===== src/rtl/ebr_pkg.sv =====
package ebr_pkg;

  localparam int unsigned INSN_W   = 32;
  localparam int unsigned OPC_W    = 6;
  localparam int unsigned OPC_LSB  = 26;
  localparam int unsigned RS_LSB   = 21;
  localparam int unsigned RADDR_W  = 5;
  localparam int unsigned OFS_W    = 16;
  localparam int unsigned JIDX_W   = 26;

  localparam logic [OPC_W-1:0] OPC_JMP  = 6'h02;
  localparam logic [OPC_W-1:0] OPC_BEQZ = 6'h04;
  localparam logic [OPC_W-1:0] OPC_BNEZ = 6'h05;

  typedef enum logic [1:0] {
    NPC_SEQ   = 2'd0,
    NPC_REDIR = 2'd1,
    NPC_HOLD  = 2'd2
  } npc_sel_e;

endpackage


===== src/rtl/ebr_decode.sv =====
module ebr_decode
  import ebr_pkg::*;
(
  input  logic [INSN_W-1:0]  insn,
  output logic               is_bz,
  output logic               is_bnz,
  output logic               is_jmp,
  output logic [RADDR_W-1:0] rs,
  output logic [OFS_W-1:0]   ofs,
  output logic [JIDX_W-1:0]  jidx
);

  logic [OPC_W-1:0] opc;

  always_comb begin
    opc    = insn[OPC_LSB +: OPC_W];
    rs     = insn[RS_LSB +: RADDR_W];
    ofs    = insn[OFS_W-1:0];
    jidx   = insn[JIDX_W-1:0];
    is_bz  = (opc == OPC_BEQZ);
    is_bnz = (opc == OPC_BNEZ);
    is_jmp = (opc == OPC_JMP);
  end

endmodule


===== src/rtl/ebr_zero_det.sv =====
module ebr_zero_det #(
  parameter int unsigned W     = 32,
  parameter int unsigned GROUP = 4
) (
  input  logic [W-1:0] val,
  output logic         is_zero
);

  localparam int unsigned NG = (W + GROUP - 1) / GROUP;
  localparam int unsigned PW = NG * GROUP;

  logic [PW-1:0] padded;
  logic [NG-1:0] grp_any;

  assign padded = PW'(val);

  for (genvar g = 0; g < NG; g++) begin : g_grp
    assign grp_any[g] = |padded[g*GROUP +: GROUP];
  end

  assign is_zero = ~(|grp_any);

endmodule


===== src/rtl/ebr_hazard.sv =====
module ebr_hazard #(
  parameter int unsigned RAW = 5
) (
  input  logic           uses_rs,
  input  logic [RAW-1:0] rs,
  input  logic           ex_wr_en,
  input  logic [RAW-1:0] ex_rd,
  input  logic           mem_ld,
  input  logic [RAW-1:0] mem_rd,
  output logic           stall
);

  logic rs_live;
  logic hit_ex;
  logic hit_mem;

  always_comb begin
    rs_live = uses_rs && (rs != '0);
    hit_ex  = ex_wr_en && (ex_rd == rs);
    hit_mem = mem_ld && (mem_rd == rs);
    stall   = rs_live && (hit_ex || hit_mem);
  end

endmodule


===== src/rtl/ebr_target.sv =====
module ebr_target #(
  parameter int unsigned XLEN = 32,
  parameter int unsigned OFSW = 16,
  parameter int unsigned JW   = 26
) (
  input  logic [XLEN-1:0] pc_plus4,
  input  logic [OFSW-1:0] ofs,
  input  logic [JW-1:0]   jidx,
  output logic [XLEN-1:0] br_tgt,
  output logic [XLEN-1:0] jmp_tgt
);

  localparam int unsigned EXT_W = XLEN - OFSW - 2;
  localparam int unsigned HI_W  = XLEN - JW - 2;

  logic [XLEN-1:0] ofs_scaled;

  always_comb begin
    ofs_scaled = {{EXT_W{ofs[OFSW-1]}}, ofs, 2'b00};
    br_tgt     = pc_plus4 + ofs_scaled;
    jmp_tgt    = {pc_plus4[XLEN-1 -: HI_W], jidx, 2'b00};
  end

endmodule


===== src/rtl/ebr_unit.sv =====
module ebr_unit
  import ebr_pkg::*;
#(
  parameter int unsigned XLEN     = 32,
  parameter int unsigned ZT_GROUP = 4
) (
  input  logic [INSN_W-1:0]  id_instr,
  input  logic [XLEN-1:0]    id_pc_plus4,
  input  logic [XLEN-1:0]    id_rs_val,
  input  logic               ex_wr_en,
  input  logic [RADDR_W-1:0] ex_rd,
  input  logic               mem_ld,
  input  logic [RADDR_W-1:0] mem_rd,
  output logic [1:0]         pc_sel,
  output logic [XLEN-1:0]    redirect_pc,
  output logic               flush_ifid,
  output logic               stall_id
);

  logic               is_bz;
  logic               is_bnz;
  logic               is_jmp;
  logic               is_br;
  logic [RADDR_W-1:0] rs;
  logic [OFS_W-1:0]   ofs;
  logic [JIDX_W-1:0]  jidx;
  logic               val_zero;
  logic               hz_stall;
  logic               br_taken;
  logic [XLEN-1:0]    br_tgt;
  logic [XLEN-1:0]    jmp_tgt;
  npc_sel_e           sel;

  ebr_decode u_dec (
    .insn   (id_instr),
    .is_bz  (is_bz),
    .is_bnz (is_bnz),
    .is_jmp (is_jmp),
    .rs     (rs),
    .ofs    (ofs),
    .jidx   (jidx)
  );

  ebr_zero_det #(.W(XLEN), .GROUP(ZT_GROUP)) u_zdet (
    .val     (id_rs_val),
    .is_zero (val_zero)
  );

  ebr_hazard #(.RAW(RADDR_W)) u_hz (
    .uses_rs  (is_br),
    .rs       (rs),
    .ex_wr_en (ex_wr_en),
    .ex_rd    (ex_rd),
    .mem_ld   (mem_ld),
    .mem_rd   (mem_rd),
    .stall    (hz_stall)
  );

  ebr_target #(.XLEN(XLEN), .OFSW(OFS_W), .JW(JIDX_W)) u_tgt (
    .pc_plus4 (id_pc_plus4),
    .ofs      (ofs),
    .jidx     (jidx),
    .br_tgt   (br_tgt),
    .jmp_tgt  (jmp_tgt)
  );

  always_comb begin
    is_br    = is_bz || is_bnz;
    br_taken = (is_bz && val_zero) || (is_bnz && !val_zero);
    sel         = NPC_SEQ;
    redirect_pc = br_tgt;
    if (is_jmp) begin
      sel         = NPC_REDIR;
      redirect_pc = jmp_tgt;
    end else if (is_br) begin
      if (hz_stall) begin
        sel = NPC_HOLD;
      end else if (br_taken) begin
        sel = NPC_REDIR;
      end
    end
  end

  assign pc_sel     = sel;
  assign flush_ifid = (sel == NPC_REDIR);
  assign stall_id   = (sel == NPC_HOLD);

endmodule


===== config.mk =====
export PLATFORM = sky130hd
export DESIGN_NAME = ebr_unit
export DESIGN_NICKNAME = d
export VERILOG_FILES = /design/src/rtl/ebr_pkg.sv /design/src/rtl/ebr_decode.sv /design/src/rtl/ebr_zero_det.sv /design/src/rtl/ebr_hazard.sv /design/src/rtl/ebr_target.sv /design/src/rtl/ebr_unit.sv
export SDC_FILE = /design/constraint.sdc
export NUM_CORES = 1
export LEC_CHECK = 0
export BUFFER_PORTS_ARGS = -buffer_cell sky130_fd_sc_hd__buf_2
export CAP_MARGIN = 25
export CORE_ASPECT_RATIO = 1.5
export CORE_UTILIZATION = 39
export DETAILED_ROUTE_END_ITERATION = 7
export PLACE_DENSITY = 0.81
export SLEW_MARGIN = 10
export SYNTH_ARGS = -nofsm -noshare
export SYNTH_HDL_FRONTEND = slang
export SYNTH_SLANG_ARGS = --single-unit

===== constraint.sdc =====
create_clock -name vclk -period 4.2
set_clock_uncertainty 0.2 [all_clocks]
set_input_delay 0.63 -clock vclk [all_inputs]
set_output_delay 0.63 -clock vclk [all_outputs]
set_load 0.01 [all_outputs]

==> run metrics <==
status finished, final reports clean; total number of vias 3287; Global Route Usage Sum 0.2586; CP startpoint id_instr[0]; Max FO, Critical Path 3; worst hold slack 1.326 ns; routed wire length 8.205 mm; Detailed Place HPWL 6.931 mm; 1st-iter DRT viols 182; Synth warnings 0; slew at the pin closest to its max-slew limit 0.4797 ns; placed insts 566; Setup crit end kind output pin; Critical Path End redirect_pc[18]; routed len/inst 14.50 µm; Finish-stage setup viols 0; post-synthesis sequential area ratio 0; Slew HR 0.6719; Detail Route Antenna Nets 0; global route overflow 0; minimum clock period 3.986 ns; Setup WS pre-CTS 0.1439 ns; Max rail drop VDD 76.43 µV; port bufs 144; DRC violations left 0; largest net degree at the start of global routing 26; Core ar. 5786 µm²; WP data required 3.37 ns; gpl congestion 0.9872; final period utilization 0.9490; FF+latch count 0; Chip Height 96.69 µm; io pins 144; die area 6297 µm²; Min-Delay Path Depth 3; CLK BUF 0; final hold viol count 0; setup TNS 0 ns; max_cap viols 0; Leak Pwr 1.496 nW; Reg area 0 µm²; final layout net count 634; vias in the first global route 3198; Initial Util 0.4029; RSZ-0062 raised after global routing no; DR vias/cell 5.807; std cell rows 34; first-pass GRT wire length 13.63 mm; PwrDens 156.4 nW/µm²; critical path data arrival time 3.16 ns; fin worst setup slack 0.2144 ns; Slew Limit Fails 0; die width 65.13 µm; Synth Net Count 499; Syn Area/Cell 6.457 µm²; Peak Freq 250.9 MHz; Mapped Area 2331 µm²; Total Power 0.4889 mW; area grow syn2layout 34.14%; drt pass-1 iters 4; initial antenna violation count 0; crit path kind input pin to output pin; Antenna diodes 0; post-synth cell types 56; Post-Layout Cell Count 566; Min-Delay Path Class input pin to output pin; Worst Setup Start Kind input pin; share of layout cells above drive strength 1 0.3300; cells after synthesis 361
## power breakdown
part | internal (mW) | switching, mW | leakage [nW]
sequential | 0 | 0 | 0
combinational | 0.220 | 0.269 | 1.50
clock | 0 | 0 | 0
## per-layer routing
metal	GRT usage	wire (µm)	up-vias
li1	-	-	1638
met1	0.2654	3129	1495
met2	0.5144	4375	132
met3	0.03066	481	22
met4	0.08027	218	0
met5	0	0	-
## per-stage QoR
stage | cell area, µm² | utilization
after floorplan | 2331 | -
after global placement | 3115 | 0.5385
after detailed placement | 3115 | 0.5385
after CTS | 3115 | 0.5385
after global routing | 3127 | 0.5404
final | 3127 | 0.5404
## cells in the final DEF, fill, tap and decap left out, drive strengths merged, types with 5 or more instances in the layout
| master | instances |
|---|---|
| nand3 | 12 |
| o21bai | 5 |
| buf | 151 |
| a211oi | 9 |
| ha | 29 |
| nand2 | 36 |
| xnor2 | 16 |
| a21o | 9 |
| nor4 | 11 |
| xor2 | 14 |
| o211ai | 5 |
| nor2 | 35 |
| nand4 | 9 |
| a21oi | 42 |
| nor3 | 10 |
| nor2b | 5 |
| inv | 10 |
| o21ai | 28 |
## worst min path at each step
stage | startpoint | to
after floorplan | id_pc_plus4[31] | redirect_pc[31]
after global placement | id_pc_plus4[31] | redirect_pc[31]
after detailed placement | id_pc_plus4[31] | redirect_pc[31]
after CTS | id_pc_plus4[31] | redirect_pc[31]
after global routing | id_pc_plus4[31] | redirect_pc[31]
final | id_pc_plus4[31] | redirect_pc[31]
## area by class of cell
cell class	count	area (µm²)
fill	624	2659
inverter	10	37.54
tap	72	90.09
timing repair buffer	151	773.2
multi-input combinational	333	2226
## cells in the mapped netlist, types with 2 or more instances
cell type	instances	area share
a21oi_1	42	0.090
a311o_1	3	0.013
a31oi_1	4	0.011
o41a_1	2	0.0097
a2111oi_0	2	0.0075
o221ai_1	2	0.0075
o21a_1	4	0.013
o31ai_1	4	0.013
or4_1	3	0.0097
o2111ai_1	2	0.0075
clkbuf_2	2	0.0043
xor2_1	14	0.053
nand2_1	36	0.058
and3_1	4	0.011
xnor2_1	16	0.060
nor3_1	9	0.019
inv_1	10	0.016
a31o_2	2	0.0075
ha_1	29	0.16
nand3_1	12	0.026
o21bai_1	5	0.016
o22ai_1	2	0.0054
o21ai_0	27	0.058
nor4_1	11	0.030
nor2_1	35	0.056
a21o_1	9	0.029
a211o_1	2	0.0075
a211oi_1	9	0.029
nand4_1	9	0.024
o211ai_1	5	0.016
and2_1	3	0.0081
a21boi_0	2	0.0064
clkbuf_1	13	0.021
nor2b_1	5	0.013
## cells by family after synthesis
logic type | count (synthesis) | share of synthesized area
mux | 1 | 0.004831
compound gates | 134 | 0.3720
fa+ha+maj | 30 | 0.1643
xor+xnor | 30 | 0.1127
simple gates | 138 | 0.2963
buf+inv | 28 | 0.04992
## worst max-delay path: stages
cell      delay, ns
buf_2          0.11
ha_1           0.24
fa_1           0.45
a211oi_2       0.35
o21bai_1       0.12
a21oi_1        0.20
o221ai_1       0.26
a311o_1        0.39
xnor2_1        0.13
a21oi_1        0.14
buf_2          0.14
## what timing repair did
action,in CTS,in global routing
hold buffers,0,0
buffers inserted,0,0
endpoints found under the setup margin,0,5
gates resized for setup,0,3
(Power assumes the default switching activity.)
